### src/rtl/gpio_irq_pkg.sv
package gpio_irq_pkg;
  localparam int ADDR_W = 12;

  localparam logic [ADDR_W-1:0] OFS_SENSE  = 12'h404;
  localparam logic [ADDR_W-1:0] OFS_ANY    = 12'h408;
  localparam logic [ADDR_W-1:0] OFS_POL    = 12'h40C;
  localparam logic [ADDR_W-1:0] OFS_MASK   = 12'h410;
  localparam logic [ADDR_W-1:0] OFS_RAW    = 12'h414;
  localparam logic [ADDR_W-1:0] OFS_MASKED = 12'h418;
  localparam logic [ADDR_W-1:0] OFS_CLEAR  = 12'h41C;

  typedef enum logic [2:0] {
    SEL_NONE, SEL_SENSE, SEL_ANY, SEL_POL, SEL_MASK, SEL_RAW, SEL_MASKED, SEL_CLEAR
  } reg_sel_e;

  function automatic reg_sel_e decode_addr(input logic [ADDR_W-1:0] a);
    case (a)
      OFS_SENSE:  return SEL_SENSE;
      OFS_ANY:    return SEL_ANY;
      OFS_POL:    return SEL_POL;
      OFS_MASK:   return SEL_MASK;
      OFS_RAW:    return SEL_RAW;
      OFS_MASKED: return SEL_MASKED;
      OFS_CLEAR:  return SEL_CLEAR;
      default:    return SEL_NONE;
    endcase
  endfunction
endpackage

### src/rtl/gpio_irq_regs.sv
module gpio_irq_regs
  import gpio_irq_pkg::*;
#(
  parameter int NPINS = 8
) (
  input  logic              clk,
  input  logic              rst,
  input  logic              wr_i,
  input  logic [ADDR_W-1:0] addr_i,
  input  logic [NPINS-1:0]  wdata_i,
  input  logic [NPINS-1:0]  raw_i,
  input  logic [NPINS-1:0]  masked_i,
  output logic [NPINS-1:0]  sense_o,
  output logic [NPINS-1:0]  any_o,
  output logic [NPINS-1:0]  pol_o,
  output logic [NPINS-1:0]  mask_o,
  output logic [NPINS-1:0]  clr_o,
  output logic [NPINS-1:0]  rdata_o
);
  reg_sel_e sel;
  assign sel = decode_addr(addr_i);

  always_ff @(posedge clk) begin
    if (rst) begin
      sense_o <= '0;
      any_o   <= '0;
      pol_o   <= '0;
      mask_o  <= '0;
    end else if (wr_i) begin
      case (sel)
        SEL_SENSE: sense_o <= wdata_i;
        SEL_ANY:   any_o   <= wdata_i;
        SEL_POL:   pol_o   <= wdata_i;
        SEL_MASK:  mask_o  <= wdata_i;
        default:   ;
      endcase
    end
  end

  assign clr_o = (wr_i && sel == SEL_CLEAR) ? wdata_i : '0;

  always_comb begin
    case (sel)
      SEL_SENSE:  rdata_o = sense_o;
      SEL_ANY:    rdata_o = any_o;
      SEL_POL:    rdata_o = pol_o;
      SEL_MASK:   rdata_o = mask_o;
      SEL_RAW:    rdata_o = raw_i;
      SEL_MASKED: rdata_o = masked_i;
      default:    rdata_o = '0;
    endcase
  end
endmodule

### src/rtl/gpio_irq_detect.sv
module gpio_irq_detect #(
  parameter int NPINS = 8
) (
  input  logic             clk,
  input  logic             rst,
  input  logic [NPINS-1:0] pin_i,
  input  logic [NPINS-1:0] dir_i,
  input  logic [NPINS-1:0] sense_i,
  input  logic [NPINS-1:0] any_i,
  input  logic [NPINS-1:0] pol_i,
  output logic [NPINS-1:0] event_o
);
  logic [NPINS-1:0] pin_q;

  always_ff @(posedge clk) begin
    if (rst) pin_q <= '0;
    else     pin_q <= pin_i;
  end

  for (genvar g = 0; g < NPINS; g++) begin : g_pin
    logic changed;
    logic at_pol;
    assign changed = (pin_i[g] ^ pin_q[g]) & ~dir_i[g];
    assign at_pol  = ~(pin_i[g] ^ pol_i[g]);
    always_comb begin
      if (sense_i[g]) event_o[g] = at_pol;
      else            event_o[g] = changed & (any_i[g] | at_pol);
    end
  end
endmodule

### src/rtl/gpio_irq_status.sv
module gpio_irq_status #(
  parameter int NPINS = 8
) (
  input  logic             clk,
  input  logic             rst,
  input  logic [NPINS-1:0] event_i,
  input  logic [NPINS-1:0] clr_i,
  input  logic [NPINS-1:0] mask_i,
  output logic [NPINS-1:0] raw_o,
  output logic [NPINS-1:0] masked_o,
  output logic             irq_o
);
  always_ff @(posedge clk) begin
    if (rst) raw_o <= '0;
    else     raw_o <= (raw_o & ~clr_i) | event_i;
  end

  assign masked_o = raw_o & mask_i;
  assign irq_o    = |masked_o;
endmodule

### src/rtl/gpio_irq_top.sv
module gpio_irq_top
  import gpio_irq_pkg::*;
#(
  parameter int NPINS = 8
) (
  input  logic              clk,
  input  logic              rst,
  input  logic [NPINS-1:0]  pin_i,
  input  logic [NPINS-1:0]  dir_i,
  input  logic              bus_wr_i,
  input  logic [ADDR_W-1:0] bus_addr_i,
  input  logic [NPINS-1:0]  bus_wdata_i,
  output logic [NPINS-1:0]  bus_rdata_o,
  output logic              irq_o
);
  logic [NPINS-1:0] sense_q, any_q, pol_q, mask_q, clr_w;
  logic [NPINS-1:0] event_w, raw_q, masked_w;

  gpio_irq_regs #(.NPINS(NPINS)) u_regs (
    .clk(clk), .rst(rst), .wr_i(bus_wr_i), .addr_i(bus_addr_i),
    .wdata_i(bus_wdata_i), .raw_i(raw_q), .masked_i(masked_w),
    .sense_o(sense_q), .any_o(any_q), .pol_o(pol_q), .mask_o(mask_q),
    .clr_o(clr_w), .rdata_o(bus_rdata_o)
  );

  gpio_irq_detect #(.NPINS(NPINS)) u_detect (
    .clk(clk), .rst(rst), .pin_i(pin_i), .dir_i(dir_i),
    .sense_i(sense_q), .any_i(any_q), .pol_i(pol_q), .event_o(event_w)
  );

  gpio_irq_status #(.NPINS(NPINS)) u_status (
    .clk(clk), .rst(rst), .event_i(event_w), .clr_i(clr_w), .mask_i(mask_q),
    .raw_o(raw_q), .masked_o(masked_w), .irq_o(irq_o)
  );
endmodule

### config.mk
export PLATFORM = sky130hd
export DESIGN_NAME = gpio_irq_top
export DESIGN_NICKNAME = d
export VERILOG_FILES = /design/src/rtl/gpio_irq_pkg.sv /design/src/rtl/gpio_irq_regs.sv /design/src/rtl/gpio_irq_detect.sv /design/src/rtl/gpio_irq_status.sv /design/src/rtl/gpio_irq_top.sv
export SDC_FILE = /design/constraint.sdc
export NUM_CORES = 1
export LEC_CHECK = 0
export ABC_AREA = 1
export BUFFER_PORTS_ARGS = -buffer_cell sky130_fd_sc_hd__buf_2
export CAP_MARGIN = 20
export CORE_ASPECT_RATIO = 0.7
export CORE_MARGIN = 1
export CORE_UTILIZATION = 60
export CTS_CLUSTER_SIZE = 14
export DETAILED_ROUTE_END_ITERATION = 8
export HOLD_SLACK_MARGIN = 0.08
export PLACE_DENSITY = 0.91
export SLEW_MARGIN = 20
export SYNTH_ARGS = -nofsm -noshare
export SYNTH_HDL_FRONTEND = slang
export SYNTH_SLANG_ARGS = --single-unit
### constraint.sdc
create_clock -name clk -period 2.7 [get_ports clk]
set_input_delay 0.135 -clock clk [delete_from_list [all_inputs] [get_ports clk]]
set_output_delay 0.135 -clock clk [all_outputs]
set_load 0.01 [all_outputs]
==> Implementation_results.wiki <==
{| class="wikitable"
! Metric !! Value
|-
| Run status || finished, final reports clean
|-
| Number of nets in the finished design || 481
|-
| DRC || 0
|-
| Critical path class || in2out
|-
| Met3 GRT Util || 7.09%
|-
| Yosys warning count || 0
|-
| Rows || 20
|-
| Worst hold path stage count || 3
|-
| Met2 Track Usage GR || 54.4%
|-
| Die width || 82.4 um
|-
| Global-route met1 utilization || 41.4%
|-
| Clock-pin transition on the worst setup and hold timing paths || 90 ps
|-
| Most frequent standard cell in the layout excluding fill and tap cells || nand2_1
|-
| Pin count of the biggest net entering global routing || 33
|-
| Total cell area at the placement stage || 0.00293 sq mm
|-
| Largest stage delay on the critical path || 320 ps
|-
| CTS Root Cell || clkbuf_8
|-
| CP Depth || 11
|-
| Initial Utilization || 62.7%
|-
| Maximum number of buffers from clock root to sink || 2
|-
| Kind of end point of the critical path || output pin
|-
| Final WL || 7.32 mm
|-
| Number of buffers inserted during clock tree synthesis || 5
|-
| I/O pin total || 48
|-
| Number of fillers in the final layout || 377
|-
| Highest-utilization routing layer at the global route stage || met2
|-
| Maximum clock rate || 0.501 GHz
|-
| Max-slew violation count || 0
|-
| Clock skew || 7.32 ps
|-
| Power density normalized to cell area || 446 mW/mm^2
|-
| Crit-path max FO || 27
|-
| Full die area || 0.00480 sq mm
|-
| Arr. time, crit path || 1860 ps
|-
| CTS tree || built
|-
| Proportion of layout cells with a drive suffix above 1 || 17.6%
|-
| Number of global-route vias before repair || 2675
|-
| Leakage power of the design || 1.44 nW
|-
| Cell count after synthesis || 393
|-
| Max stage delay cell, worst path || nand3_4
|-
| Core area || 0.00433 sq mm
|-
| Register bit total from synthesis || 48
|-
| Setup slack at placement || 774 ps
|-
| Count of H-tree levels built during CTS || 2
|-
| Antenna violations before repair || 0
|-
| Total congestion overflow after global routing || 0
|-
| Total standard cell area after synthesis || 0.00272 sq mm
|-
| Antenna Nets Post-Route || 0
|-
| Commonest non-fill, non-tap cells in the layout || nand2_1 (64), inv_1 (58), dfxtp_1 (48)
|-
| HP Start || bus_wdata_i[4]
|-
| Clk_lat worst skew || 310 ps
|-
| Period minus WS final || 2000 ps
|-
| Peak supply drop || 0.392 mV
|-
| Setup slack on the worst flop-to-flop path || 1770 ps
|-
| Height of the die || 58.3 um
|-
| Area delta synth->final || 15.2%
|-
| Relative slew margins || 59.5%
|-
| Sequential area share after synthesis || 35.4%
|-
| Final cycle utilization of the critical path || 73.9%
|-
| Data required time at the worst endpoint || 2570 ps
|-
| Worst setup margin || 703 ps
|-
| Via Count || 2825
|-
| Hold Fails Final Rpt || 0
|-
| Net count of the mapped netlist || 432
|-
| Buffers and inverters on the worst path || 4
|-
| Worst R2R Path Depth || 4
|-
| Via density per instance || 5.67
|-
| Global-route wire length before repair || 11.8 mm
|-
| Final cell area excluding filler cells || 0.00313 sq mm
|-
| HPWL after detailed placement || 4.84 mm
|-
| WL per Instance || 14.7 um
|-
| Capture point of the worst reg-to-reg path || u_status.raw_o[4]$_SDFF_PP0_
|-
| Total power of the final layout || 1.39 mW
|-
| Total negative setup slack || 0 ps
|-
| Gp weighted congestion || 0.861
|-
| First DRT Iteration DRCs || 241
|-
| Avg Synthesized Cell Area || 6.91 sq um
|-
| Critical register-to-register path startpoint || u_regs.pol_o[4]$_SDFFE_PP0P_
|-
| Min-Delay Endpoint || u_regs.pol_o[4]$_SDFFE_PP0P_
|-
| Number of max-cap violations || 0
|-
| RSZ-0062 raised after global routing || no
|-
| Class of the tightest hold or removal check || in2reg
|-
| Number of distinct standard cells referenced by the synthesized netlist || 29
|-
| Critical Path Source Type || input pin
|-
| Actual transition at the worst max-transition pin || 607 ps
|-
| Worst Hold Slack || 97.8 ps
|-
| Number of setup violations in the final report || 0
|-
| Router iterations before antenna repair || 5
|-
| Worst setup path start || bus_addr_i[5]
|-
| Total setup buffers inserted after CTS || 0
|-
| Largest delay share family, worst path || simple AND/OR/NAND/NOR gates
|-
| TritonCTS sink count || 48
|-
| Count of input and output buffers || 47
|-
| Global router's overall resource usage || 33.1%
|-
| CP Cell Sequence || buf_2 > inv_1 > nand2_1 > nor2_2 > nand3_4 > nand2_1 > inv_2 > nor2_4 > nand4_1 > nand3_1 > buf_2
|-
| Antenna cells || 0
|}
## tightest hold or removal path: cells and delay by family
family	cells	cell delay (ps)
buffers and inverters	1	120
AND/OR/NAND/NOR	1	60
AO/OA/AOI/OAI	1	50
## state kept, by name, summed over array words and instances (netlist names)
| register | cells |
|---|---|
| u_regs.sense_o | 8 |
| u_regs.any_o | 8 |
| u_status.raw_o | 8 |
| u_detect.pin_q | 8 |
| u_regs.mask_o | 8 |
| u_regs.pol_o | 8 |
## worst max-delay path by stage
stage	slack, ps	end
floorplan	1390	bus_rdata_o[1]
global placement	810	bus_rdata_o[0]
detailed placement	770	bus_rdata_o[0]
CTS	730	bus_rdata_o[6]
global route	550	bus_rdata_o[1]
finish	700	bus_rdata_o[6]
## metal layers
metal	part of all wire, %	routed length [um]	vias up
met1	43	3160	1297
met5	0	0	-
met4	1.2	86	0
li1	-	-	1378
met2	47	3410	139
met3	9.0	662	11
## layout make-up
class / count / area, sq um / share of cell area [%]
Inverter: 63 / 236 / 7.56
Clock buffer: 6 / 72.6 / 2.32
Timing Repair Buffer: 57 / 333 / 10.6
Multi-Input combinational cell: 267 / 1420 / 45.4
Tap cell: 55 / 68.8 / 2.20
Clock inverter: 2 / 35.0 / 1.12
Sequential cell: 48 / 961 / 30.7
## synthesized netlist by cell type, drive strengths merged
master / number / area, sq um
dfxtp: 48 / 961
o21a: 3 / 22.5
a21oi: 35 / 183
inv: 63 / 236
nand3: 15 / 110
nor2: 49 / 228
nor3: 6 / 30.0
xnor2: 8 / 70.1
buf: 8 / 70.1
a31oi: 5 / 31.3
o21ai: 41 / 205
xor2: 8 / 70.1
clkbuf: 7 / 26.3
a221oi: 2 / 17.5
nand2: 69 / 277
nand4: 26 / 178
## power breakdown
part	internal, mW	switching, mW
Combinational	0.0575	0.0792
Clock	0.275	0.248
Sequential	0.722	0.0116
Total	1.05	0.339
## cell families after synthesis
logic type	share of synthesized area, %
AND/OR/NAND/NOR	30.3
AO/OA/AOI/OAI	16.9
buffers and inverters	12.3
flip-flops	35.4
XOR/XNOR	5.16
## per-stage QoR
step	utilization, %	cells
floorplan	-	393
global placement	67.7	481
detailed placement	67.7	481
CTS	72.3	498
global route	72.3	498
finish	72.3	498
## timing repair
action                                 in CTS  in global routing
hold buffers                                9                  0
resized for setup                           0                  0
endpoints found under the hold margin       9                  0
Note: power is estimated with default switching activity, not from simulation.
